### src/rtl/spi_evt_pkg.sv
package spi_evt_pkg;
  localparam int ADDR_W = 6;
  localparam int DATA_W = 32;
  localparam int CNT_W  = 6;
  localparam int THR_W  = 6;

  localparam logic [ADDR_W-1:0] ADR_SETUP = 6'h00;
  localparam logic [ADDR_W-1:0] ADR_STAT  = 6'h04;
  localparam logic [ADDR_W-1:0] ADR_MASK  = 6'h08;
  localparam logic [ADDR_W-1:0] ADR_TXP   = 6'h10;
  localparam logic [ADDR_W-1:0] ADR_RXP   = 6'h14;

  localparam int POS_RXHAS  = 9;
  localparam int POS_TXROOM = 8;
  localparam int POS_RXCNT  = 24;
  localparam int POS_TXCNT  = 16;
  localparam int POS_TXTHR  = 8;
  localparam int POS_RXTHR  = 0;

  localparam logic [THR_W-1:0] TXTHR_RST = 6'd4;
  localparam logic [THR_W-1:0] RXTHR_RST = 6'd3;

  typedef struct packed {
    logic rx_has;
    logic tx_room;
  } flag_t;
endpackage

### src/rtl/spi_evt_byte_fifo.sv
module spi_evt_byte_fifo #(
  parameter int DEPTH = 32,
  parameter int LANES = 4,
  parameter int CNT_W = 6,
  localparam int LW = $clog2(LANES + 1)
) (
  input  logic               clk,
  input  logic               rst_n,
  input  logic [LW-1:0]      push_req,
  input  logic [LANES*8-1:0] push_data,
  input  logic [LW-1:0]      pop_req,
  output logic [LANES*8-1:0] peek_data,
  output logic [LW-1:0]      push_acc,
  output logic [LW-1:0]      pop_acc,
  output logic [CNT_W-1:0]   count
);
  localparam int PTR_W = $clog2(DEPTH);
  localparam logic [CNT_W-1:0] DEPTH_C = CNT_W'(DEPTH);

  logic [7:0]       mem [DEPTH];
  logic [PTR_W-1:0] rd_ptr, wr_ptr;
  logic [CNT_W-1:0] free_sp, push_ext, pop_ext, push_n, pop_n;

  always_comb begin
    free_sp  = DEPTH_C - count;
    push_ext = CNT_W'(push_req);
    pop_ext  = CNT_W'(pop_req);
    push_n   = (push_ext > free_sp) ? free_sp : push_ext;
    pop_n    = (pop_ext > count) ? count : pop_ext;
    push_acc = LW'(push_n);
    pop_acc  = LW'(pop_n);
  end

  for (genvar k = 0; k < LANES; k++) begin : g_peek
    assign peek_data[8*k +: 8] = mem[rd_ptr + PTR_W'(k)];
  end

  always_ff @(posedge clk) begin
    for (int k = 0; k < LANES; k++) begin
      if (CNT_W'(k) < push_n) mem[wr_ptr + PTR_W'(k)] <= push_data[8*k +: 8];
    end
  end

  always_ff @(posedge clk) begin
    if (!rst_n) begin
      rd_ptr <= '0;
      wr_ptr <= '0;
      count  <= '0;
    end else begin
      wr_ptr <= wr_ptr + PTR_W'(push_n);
      rd_ptr <= rd_ptr + PTR_W'(pop_n);
      count  <= count + push_n - pop_n;
    end
  end


  count_bound_chk: assert property (@(posedge clk) disable iff (!rst_n)
    count <= DEPTH_C);


  full_drop_chk: assert property (@(posedge clk) disable iff (!rst_n)
    (count == DEPTH_C && pop_req == '0) |=> count == DEPTH_C);


  empty_pop_chk: assert property (@(posedge clk) disable iff (!rst_n)
    (count == '0 && push_req == '0) |=> count == '0);
endmodule

### src/rtl/spi_evt_flags.sv
module spi_evt_flags
  import spi_evt_pkg::*;
#(
  parameter int DEPTH = 32
) (
  input  logic             clk,
  input  logic             rst_n,
  input  logic [CNT_W-1:0] rx_cnt,
  input  logic [CNT_W-1:0] tx_cnt,
  input  logic [THR_W-1:0] rx_thr,
  input  logic [THR_W-1:0] tx_thr,
  input  logic             clr_we,
  input  flag_t            clr_bits,
  input  flag_t            mask,
  output flag_t            flags,
  output logic             irq
);
  localparam logic [CNT_W-1:0] DEPTH_C = CNT_W'(DEPTH);

  flag_t cond, clr_eff;

  always_comb begin
    cond.rx_has  = rx_cnt > CNT_W'(rx_thr);
    cond.tx_room = (DEPTH_C - tx_cnt) > CNT_W'(tx_thr);
    clr_eff      = clr_we ? clr_bits : '0;
  end

  always_ff @(posedge clk) begin
    if (!rst_n) flags <= '0;
    else        flags <= cond | (flags & ~clr_eff);
  end

  assign irq = |(flags & mask);


  rx_set_chk: assert property (@(posedge clk) disable iff (!rst_n)
    cond.rx_has |=> flags.rx_has);


  tx_set_chk: assert property (@(posedge clk) disable iff (!rst_n)
    cond.tx_room |=> flags.tx_room);


  rx_clear_chk: assert property (@(posedge clk) disable iff (!rst_n)
    (clr_we && clr_bits.rx_has && !cond.rx_has) |=> !flags.rx_has);


  tx_clear_chk: assert property (@(posedge clk) disable iff (!rst_n)
    (clr_we && clr_bits.tx_room && !cond.tx_room) |=> !flags.tx_room);
endmodule

### src/rtl/spi_evt_regs.sv
module spi_evt_regs
  import spi_evt_pkg::*;
#(
  parameter int LANES = 4,
  localparam int LW = $clog2(LANES + 1)
) (
  input  logic               clk,
  input  logic               rst_n,
  input  logic               bus_en,
  input  logic               bus_wr,
  input  logic [ADDR_W-1:0]  bus_addr,
  input  logic [DATA_W-1:0]  bus_wdata,
  output logic [DATA_W-1:0]  bus_rdata,
  input  flag_t              flags,
  input  logic [CNT_W-1:0]   rx_cnt,
  input  logic [CNT_W-1:0]   tx_cnt,
  input  logic [LANES*8-1:0] rx_peek,
  input  logic [LW-1:0]      rx_popped,
  output logic [THR_W-1:0]   tx_thr,
  output logic [THR_W-1:0]   rx_thr,
  output flag_t              mask,
  output logic [LW-1:0]      tx_push_req,
  output logic [LANES*8-1:0] tx_push_data,
  output logic [LW-1:0]      rx_pop_req,
  output logic               clr_we,
  output flag_t              clr_bits
);
  logic wr_hit, rd_hit;
  logic [DATA_W-1:0] rx_word, stat_word, rd_mux;

  assign wr_hit = bus_en && bus_wr;
  assign rd_hit = bus_en && !bus_wr;

  // Lane 0 of the FIFO is the oldest byte and maps to the top of the word.
  for (genvar k = 0; k < LANES; k++) begin : g_lane
    assign tx_push_data[8*k +: 8] = bus_wdata[DATA_W-1-8*k -: 8];
    assign rx_word[DATA_W-1-8*k -: 8] =
      (LW'(k) < rx_popped) ? rx_peek[8*k +: 8] : 8'h00;
  end

  always_comb begin
    tx_push_req = (wr_hit && bus_addr == ADR_TXP) ? LW'(LANES) : '0;
    rx_pop_req  = (rd_hit && bus_addr == ADR_RXP) ? LW'(LANES) : '0;
    clr_we      = wr_hit && bus_addr == ADR_STAT;
    clr_bits.rx_has  = bus_wdata[POS_RXHAS];
    clr_bits.tx_room = bus_wdata[POS_TXROOM];
  end

  always_comb begin
    stat_word = '0;
    stat_word[POS_RXCNT +: CNT_W] = rx_cnt;
    stat_word[POS_TXCNT +: CNT_W] = tx_cnt;
    stat_word[POS_RXHAS]  = flags.rx_has;
    stat_word[POS_TXROOM] = flags.tx_room;
    rd_mux = '0;
    case (bus_addr)
      ADR_SETUP: begin
        rd_mux[POS_TXTHR +: THR_W] = tx_thr;
        rd_mux[POS_RXTHR +: THR_W] = rx_thr;
      end
      ADR_STAT: rd_mux = stat_word;
      ADR_MASK: begin
        rd_mux[POS_RXHAS]  = mask.rx_has;
        rd_mux[POS_TXROOM] = mask.tx_room;
      end
      ADR_RXP:  rd_mux = rx_word;
      default:  rd_mux = '0;
    endcase
  end

  always_ff @(posedge clk) begin
    if (!rst_n) begin
      tx_thr    <= TXTHR_RST;
      rx_thr    <= RXTHR_RST;
      mask      <= '0;
      bus_rdata <= '0;
    end else begin
      if (wr_hit && bus_addr == ADR_SETUP) begin
        tx_thr <= bus_wdata[POS_TXTHR +: THR_W];
        rx_thr <= bus_wdata[POS_RXTHR +: THR_W];
      end
      if (wr_hit && bus_addr == ADR_MASK) begin
        mask.rx_has  <= bus_wdata[POS_RXHAS];
        mask.tx_room <= bus_wdata[POS_TXROOM];
      end
      if (rd_hit) bus_rdata <= rd_mux;
    end
  end


  rx_pop_width_chk: assert property (@(posedge clk) disable iff (!rst_n)
    rx_popped <= LW'(LANES));
endmodule

### src/rtl/spi_fifo_event_unit.sv
module spi_fifo_event_unit
  import spi_evt_pkg::*;
#(
  parameter int DEPTH = 32,
  parameter int LANES = 4
) (
  input  logic              clk,
  input  logic              rst_n,
  input  logic              bus_en,
  input  logic              bus_wr,
  input  logic [ADDR_W-1:0] bus_addr,
  input  logic [DATA_W-1:0] bus_wdata,
  output logic [DATA_W-1:0] bus_rdata,
  output logic              tx_valid,
  input  logic              tx_ready,
  output logic [7:0]        tx_data,
  input  logic              rx_valid,
  output logic              rx_ready,
  input  logic [7:0]        rx_data,
  output logic              irq
);
  localparam int LW = $clog2(LANES + 1);
  localparam logic [CNT_W-1:0] DEPTH_C = CNT_W'(DEPTH);

  logic [CNT_W-1:0]   tx_cnt, rx_cnt;
  logic [THR_W-1:0]   tx_thr, rx_thr;
  logic [LW-1:0]      tx_push_req, tx_pop_req, rx_push_req, rx_pop_req;
  logic [LW-1:0]      rx_popped, tx_unused_push, tx_unused_pop, rx_unused_push;
  logic [LANES*8-1:0] tx_push_data, tx_peek, rx_push_data, rx_peek;
  logic               clr_we;
  flag_t              clr_bits, mask, flags;
  logic [LANES*8-9:0] tx_unused_lanes;

  assign tx_valid        = tx_cnt != '0;
  assign rx_ready        = rx_cnt != DEPTH_C;
  assign tx_pop_req      = LW'(tx_valid && tx_ready);
  assign rx_push_req     = LW'(rx_valid && rx_ready);
  assign rx_push_data    = {{(LANES*8-8){1'b0}}, rx_data};
  assign tx_data         = tx_peek[7:0];
  assign tx_unused_lanes = tx_peek[LANES*8-1:8];

  spi_evt_regs #(.LANES(LANES)) u_regs (
    .clk(clk), .rst_n(rst_n),
    .bus_en(bus_en), .bus_wr(bus_wr), .bus_addr(bus_addr),
    .bus_wdata(bus_wdata), .bus_rdata(bus_rdata),
    .flags(flags), .rx_cnt(rx_cnt), .tx_cnt(tx_cnt),
    .rx_peek(rx_peek), .rx_popped(rx_popped),
    .tx_thr(tx_thr), .rx_thr(rx_thr), .mask(mask),
    .tx_push_req(tx_push_req), .tx_push_data(tx_push_data),
    .rx_pop_req(rx_pop_req), .clr_we(clr_we), .clr_bits(clr_bits)
  );

  spi_evt_byte_fifo #(.DEPTH(DEPTH), .LANES(LANES), .CNT_W(CNT_W)) u_txq (
    .clk(clk), .rst_n(rst_n),
    .push_req(tx_push_req), .push_data(tx_push_data),
    .pop_req(tx_pop_req), .peek_data(tx_peek),
    .push_acc(tx_unused_push), .pop_acc(tx_unused_pop), .count(tx_cnt)
  );

  spi_evt_byte_fifo #(.DEPTH(DEPTH), .LANES(LANES), .CNT_W(CNT_W)) u_rxq (
    .clk(clk), .rst_n(rst_n),
    .push_req(rx_push_req), .push_data(rx_push_data),
    .pop_req(rx_pop_req), .peek_data(rx_peek),
    .push_acc(rx_unused_push), .pop_acc(rx_popped), .count(rx_cnt)
  );

  spi_evt_flags #(.DEPTH(DEPTH)) u_flags (
    .clk(clk), .rst_n(rst_n),
    .rx_cnt(rx_cnt), .tx_cnt(tx_cnt), .rx_thr(rx_thr), .tx_thr(tx_thr),
    .clr_we(clr_we), .clr_bits(clr_bits), .mask(mask),
    .flags(flags), .irq(irq)
  );


  masked_quiet_chk: assert property (@(posedge clk) disable iff (!rst_n)
    (mask == '0) |-> !irq);


  tx_hold_chk: assert property (@(posedge clk) disable iff (!rst_n)
    (tx_valid && !tx_ready && !(bus_en && bus_wr)) |=> (tx_valid && $stable(tx_data)));


  rx_full_block_chk: assert property (@(posedge clk) disable iff (!rst_n)
    (!rx_ready && !(bus_en && !bus_wr && bus_addr == ADR_RXP)) |=> !rx_ready);
endmodule

### config.mk
export PLATFORM = sky130hd
export DESIGN_NAME = spi_fifo_event_unit
export DESIGN_NICKNAME = d
export VERILOG_FILES = /design/src/rtl/spi_evt_pkg.sv /design/src/rtl/spi_evt_byte_fifo.sv /design/src/rtl/spi_evt_flags.sv /design/src/rtl/spi_evt_regs.sv /design/src/rtl/spi_fifo_event_unit.sv
export SDC_FILE = /design/constraint.sdc
export NUM_CORES = 2
export LEC_CHECK = 0
export BUFFER_PORTS_ARGS = -buffer_cell sky130_fd_sc_hd__buf_2
export CAP_MARGIN = 10
export CORE_MARGIN = 1.5
export CORE_UTILIZATION = 33
export CTS_BUF_LIST = sky130_fd_sc_hd__clkbuf_8 sky130_fd_sc_hd__clkbuf_16
export CTS_CLUSTER_DIAMETER = 40
export DETAILED_ROUTE_END_ITERATION = 10
export GPL_TIMING_DRIVEN = 0
export PLACE_DENSITY = 0.5
export REMOVE_ABC_BUFFERS = 1
export SYNTH_ARGS = -nofsm -noshare
export SYNTH_HDL_FRONTEND = slang
export SYNTH_SLANG_ARGS = --single-unit
### constraint.sdc
create_clock -name clk -period 15.71 [get_ports clk]
set_clock_uncertainty 0.2 [all_clocks]
set_input_delay 1.571 -clock clk [delete_from_list [all_inputs] [get_ports clk]]
set_output_delay 1.571 -clock clk [all_outputs]
set_load 0.01 [all_outputs]
; Word level (Yosys, flattened, before mapping)
; Memory sizes are Yosys's and may differ from the RTL's. A register that Yosys moved wholly into a read port is not among the register bits.
; Cells that the tools add are included.
[classes]
order_cmp = 18
bitwise = 4
n_reduce_logical = 16
mux = 43
n_eq_ne = 5
addsub = 19
[op_table]
columns = operator, count
row1 = 8-bit 2-to-1 mux, 7
row2 = 18-bit one-hot mux with 2 select lines, 1
row3 = "5-bit by 2-bit adder with 5-bit output, second input constant", 6
row4 = 5-bit 2-to-1 mux, 5
row5 = "1-bit by 6-bit less-than comparator with 1-bit output, first input constant", 4
row6 = "2-bit by 6-bit less-than comparator with 1-bit output, first input constant", 4
row7 = 6-bit 2-to-1 mux, 4
row8 = 8-bit OR reduction, 3
row9 = 5-bit adder, 4
row10 = 1-bit 2-to-1 mux, 19
row11 = "5-bit by 1-bit adder with 5-bit output, second input constant", 3
row12 = 6-bit adder, 2
row13 = "6-bit by 5-bit == test with 1-bit output, second input constant", 2
row14 = 1-bit by 6-bit greater-than comparator with 1-bit output, 2
row15 = 3-bit by 6-bit greater-than comparator with 1-bit output, 2
row16 = 6-bit greater-than comparator, 2
row17 = 6-bit one-hot mux with 2 select lines, 1
row18 = 6-bit subtractor, 2
row19 = "6-bit subtractor, first input constant", 2
row20 = 1-bit logical AND, 9
row21 = 2-bit one-hot mux with 4 select lines, 1
row22 = 4-bit one-hot mux with 2 select lines, 1
row23 = "6-bit by 3-bit == test with 1-bit output, second input constant", 1
row24 = "6-bit by 4-bit == test with 1-bit output, second input constant", 1
row25 = 12 further kinds, 17
[totals]
mem_count = 2
in_bits = 52
out_inout_bits = 43
register_bits = 80
ramBits = 512
[mem_list]
columns = name, depth, width, read_ports, rd_ports_with_merged_regs, wr, line
row1 = u_rxq.mem, 32, 8, 4, 1, 1, spi_evt_byte_fifo.sv:20  ; logic [7:0] mem [DEPTH];
row2 = u_txq.mem, 32, 8, 1, 1, 4, spi_evt_byte_fifo.sv:20

; Longest topological paths before layout
[depth]
ltp_word = 11
ltp_mapped = 20
depth_no_buf = 18

; Cells and area by module
; From an unflattened synthesis, not the netlist that was laid out.
[hier_totals]
cells_unflattened = 5162
area_unflattened_um2 = 56379.1
[modules_own_cells]
columns = module, cells_each, area_per_inst_um2, instances
row1 = spi_evt_byte_fifo at u_txq, 2644, 27356.2, 1
row2 = spi_evt_byte_fifo at u_rxq, 2200, 26223.9, 1
row3 = spi_evt_regs, 250, 2284.7, 1
row4 = spi_evt_flags, 57, 452.9, 1
row5 = spi_fifo_event_unit, 11, 61.3, 1

; Worst setup path before layout
; No wires, ideal clock.
[synth_path]
path_type = input to register
from = in bus_addr[5]
to = reg u_txq.count[5]
required_ns = 15.395
arrival_time_ns = 5.527
cell_stages = 19
setup_slack_ns = 9.868
setup_ns = 0.115
path_buffers = 3
path_cell_list = nor4_2 nand2_1 inv_1 ha_1 nand2_1 and2_1 clkbuf_1 nand3_2 mux2i_4 inv_1 buf_2 buf_2 fa_1 ha_1 a21oi_1 o21bai_1 a21oi_1 xnor2_1 and2_1
[synth_between]
elab_chain_cells = 7
[synth_lines]
columns = element, line
row1 = "start, declared", spi_fifo_event_unit.sv:11  ; input logic [ADDR_W-1:0] bus_addr,
row2 = 6-bit by 5-bit == test with 1-bit output (*), spi_evt_regs.sv:42  ; tx_push_req = (wr_hit && bus_addr == ADR_TXP) ? LW'(LANES) : '0;
row3 = 1-bit logical AND (*), spi_evt_regs.sv:42
row4 = 3-bit 2-to-1 mux (*), spi_evt_regs.sv:42
row5 = 3-bit by 6-bit greater-than comparator with 1-bit output, spi_evt_byte_fifo.sv:28  ; push_n = (push_ext > free_sp) ? free_sp : push_ext;
row6 = 6-bit 2-to-1 mux (*), spi_evt_byte_fifo.sv:28
row7 = 6-bit adder (*), spi_evt_byte_fifo.sv:52  ; count <= count + push_n - pop_n;
row8 = 6-bit subtractor (*), spi_evt_byte_fifo.sv:52
row9 = "end signal, assigned", spi_evt_byte_fifo.sv:52
row10 = "end, declared", spi_evt_byte_fifo.sv:15  ; output logic [CNT_W-1:0] count
; Mark *: on every way between the ends. The rest lies on a longest branch, timed or not.
; A chain may end at the register's enable or synchronous reset.

==> results.yml <==
critical_path:
  crit_slowest_cell: "inv_1"
  reg2regPathDepth: 14
  cp_top_family: "simple AND/OR/NAND/NOR gates"
  crit_fanout: 28
  cp_common_cell: "inv_1"
  cp_num_buf_inv: 4
  setup.worst_path.class: "reg2reg"
  critPathArrivalTime_ns: 7.31
  slowest_delay_ns: 0.84
  r2r_slack_ns: 8.76
  reg2reg_to: "u_txq.mem[14][0]"
  path_cells: "inv_1 -> ha_1 -> xnor2_1 -> inv_1 -> ha_1 -> nand2_1 -> and2_1 -> nand3_2 -> mux2i_4 -> buf_16 -> inv_1 -> nand2_1 -> nor2_1 -> o2bb2ai_1"
  cp.required_ns: 16.07
  rr_startpoint: "u_txq.count[0]"
  crit_path_end_kind: "register"
  start_kind: "register"
global_route:
  antenna_found_initial: 6
  track_usage_pct: 26.69
  grt_pass1_vias: 32526
  grt_pass1_wl_um: 241800
  grt-ovfl-total: 0
  grt_max_degree: 74
cells_and_area:
  fin_area_um2: 47320
  nFillCells: 11713
  final_util_pct: 38.73
  drive_gt1_share_pct: 23.06
  finish.cell_count_without_fillers: 5260
  final_nets: 3659
  syn_to_final_growth_pct: 15.88
die:
  core_um2: 122200
  initial_core_util_pct: 33.42
  dieArea_um2: 125900
  fp-row-count: 128
  die_w_um: 354.8
  fp.dieH_um: 354.8
  io_pins: 95
placed_design:
  dp_hpwl_um: 117500
  dpl_cell_area_um2: 43390
  gp_congestion: 1.031
  placed_cells: 5047
  portBuffers: 94
  dp_slack_ns: 7.920
sta:
  hold_ws_ns: 0.2617
  finalHoldViolations: 0
  finalSetupViolations: 0
  fmaxAchievable_mhz: 143.9
  relSlewSlack_pct: 6.629
  min_period_ns: 6.950
  rsz0062_at_grt: "false"
  fin_crit_sh_pct: 44.24
  setup_ws_ns: 8.760
  report.final.slew_viol_count: 0
  fin_tns_setup_ns: 0
  tightest_slew_ns: 1.391
synth:
  ys.warnings.count: 0
  synthTopCellsByArea: "edfxtp_1 (38%), mux4_2 (20%), nand2_1 (3.9%)"
  ys_seq_area_share_pct: 41.57
  synth-edff-count: 512
  postSynthAreaPerCell_um2: 11.41
  synth_area_um2: 40840
  synth_top_area_share_pct: 37.65
  yosys.area.top_type: "edfxtp_1"
  yosys_register_bits: 592
  ys.flop_type: "edfxtp_1"
  async_flop_share_pct: 0
  synth_cell_types: 96
  synth_cells: 3579
route:
  vias: 34242
  drtAntennaViolNets: 0
  totalWireLength_um: 171900
  vias_per_cell: 6.510
  wl_per_cell_um: 32.67
  route.detailed.drc: 0
  drtIter0Drc: 4772
  first_pass_iters: 11
clock_network:
  cts_resized: 0
  clock_sinks: 592
  ctsLongestPathBuffers: 3
  cts_hold_buffers: 0
  clkLatencyLatePin_ns: 0.73
  cts_tree: "yes"
  htreeDepth: 3
  cts_setup_buffers: 0
  root_buffer: "clkbuf_16"
  cts_buffers: 106
  clk_pin_slew_worst_paths_ns: 0.06
hold_path:
  whs_endpoint: "u_regs.bus_rdata[22]"
  worst_hold_path_type: "reg2reg"
  min_from: "u_regs.bus_rdata[22]"
  hold_depth: 2
run:
  drv_cap: 0
status:
  status: "complete, no violations"
pwr:
  totalPowerFinal_mw: 5.493
  powerDensity_nw_per_um2: 116.1
  irDropWorstVdd_v: 0.00009119
  cellLeakagePower_nw: 15.53
==> cell families after synthesis <==
family / share of synthesized area, %
AOI/OAI and AO/OA: 17.37
and+or+nand+nor: 10.46
muxes: 23.32
adders and majority gates: 2.280
other: 0.01839
DFF: 41.57
buffers and inverters: 3.931
xor gates and xnor gates: 1.048
==> Yosys cell counts, drive strengths merged, types with 18 or more instances <==
cell type and n:
xnor2 31, a211oi 73, mux2 48, nor2b 19, a22o 55, nand4 40
inv 76, mux2i 95, o22ai 24, nand2 431, o2bb2ai 47, a21oi 209
dfxtp 80, o21ai 290, edfxtp 512, and2 52, ha 52, a21o 62
o211ai 65, nor3 49, a221oi 25, nor2 169, clkbuf 232, mux4 356
a31oi 22, nand3 86, o2111ai 18, buf 97, a211o 23
==> final cells by class <==
type                       instances  area (µm²)  area share (%)
inverter                          77       289.0          0.6108
timing repair buffer             161        1613           3.408
clock buffer                     109        2705           5.716
multi-input combinational       2603       22590           47.74
antenna                            1       2.502        0.005288
clock inverter                    92        1090           2.303
tap                             1625        2033           4.297
sequential                       592       17000           35.92
==> worst reg2reg max path: stages, from the launching register on <==
cell and delay, ns:
dfxtp_1 0.44, inv_1 0.27, ha_1 0.32, xnor2_1 0.83, inv_1 0.23, ha_1 0.35, nand2_1 0.16, and2_1 0.46
nand3_2 0.34, mux2i_4 0.37, buf_16 0.25, inv_1 0.85, nand2_1 0.72, nor2_1 0.79, o2bb2ai_1 0.21
==> placed cells by master, fill, tap and decap left out, types with 47 or more instances in the layout <==
cell type and instances:
and2_1 50, o21ai_0 263, clkbuf_16 107, o211ai_1 65, buf_2 97, ha_1 51, nand2_1 427, a22o_1 55
edfxtp_1 512, nand3_1 85, o2bb2ai_1 47, a21o_1 62, mux4_2 356, mux2i_1 94, dfxtp_1 74, nor2_1 163
a21oi_1 206, inv_1 85, mux2_2 48, a211oi_1 73
==> worst max path at each step <==
stage	startpoint	end	slack, ns	cells after the start
2_1_floorplan	u_rxq.rd_ptr[0]	u_regs.bus_rdata[16]	-0.69	6
3_3_place_gp	u_rxq.rd_ptr[0]	u_regs.bus_rdata[1]	-8.14	8
3_5_place_dp	bus_addr[5]	u_txq.mem[16][3]	7.92	14
4_1_cts	bus_addr[5]	u_txq.count[5]	8.65	18
5_1_grt	u_txq.count[0]	u_txq.mem[8][3]	8.52	14
6_report	u_txq.count[0]	u_txq.mem[14][0]	8.76	14
==> state kept, by name, indices dropped and copies added (netlist names), 5 cells and up <==
| register | cells |
|---|---|
| u_regs.bus_rdata | 32 |
| u_regs.rx_thr | 6 |
| u_txq.mem | 256 |
| u_txq.rd_ptr | 5 |
| u_txq.count | 6 |
| u_txq.wr_ptr | 5 |
| u_rxq.rd_ptr | 5 |
| u_regs.tx_thr | 6 |
| u_rxq.mem | 256 |
| u_rxq.count | 6 |
| u_rxq.wr_ptr | 5 |
==> metal layers <==
metal	part of all wire, %	global-route usage [%]
met3	11	6.590
met1	36	32.84
met4	7.8	17.49
met5	0.026	0
met2	45	41.75
==> report_power, final <==
group | switching (mW) | internal (mW)
Clock | 0.891 | 1.55
Combinational | 0.689 | 0.474
Sequential | 0.123 | 1.77
Total | 1.70 | 3.79
Power figures use the tool's default switching activity.
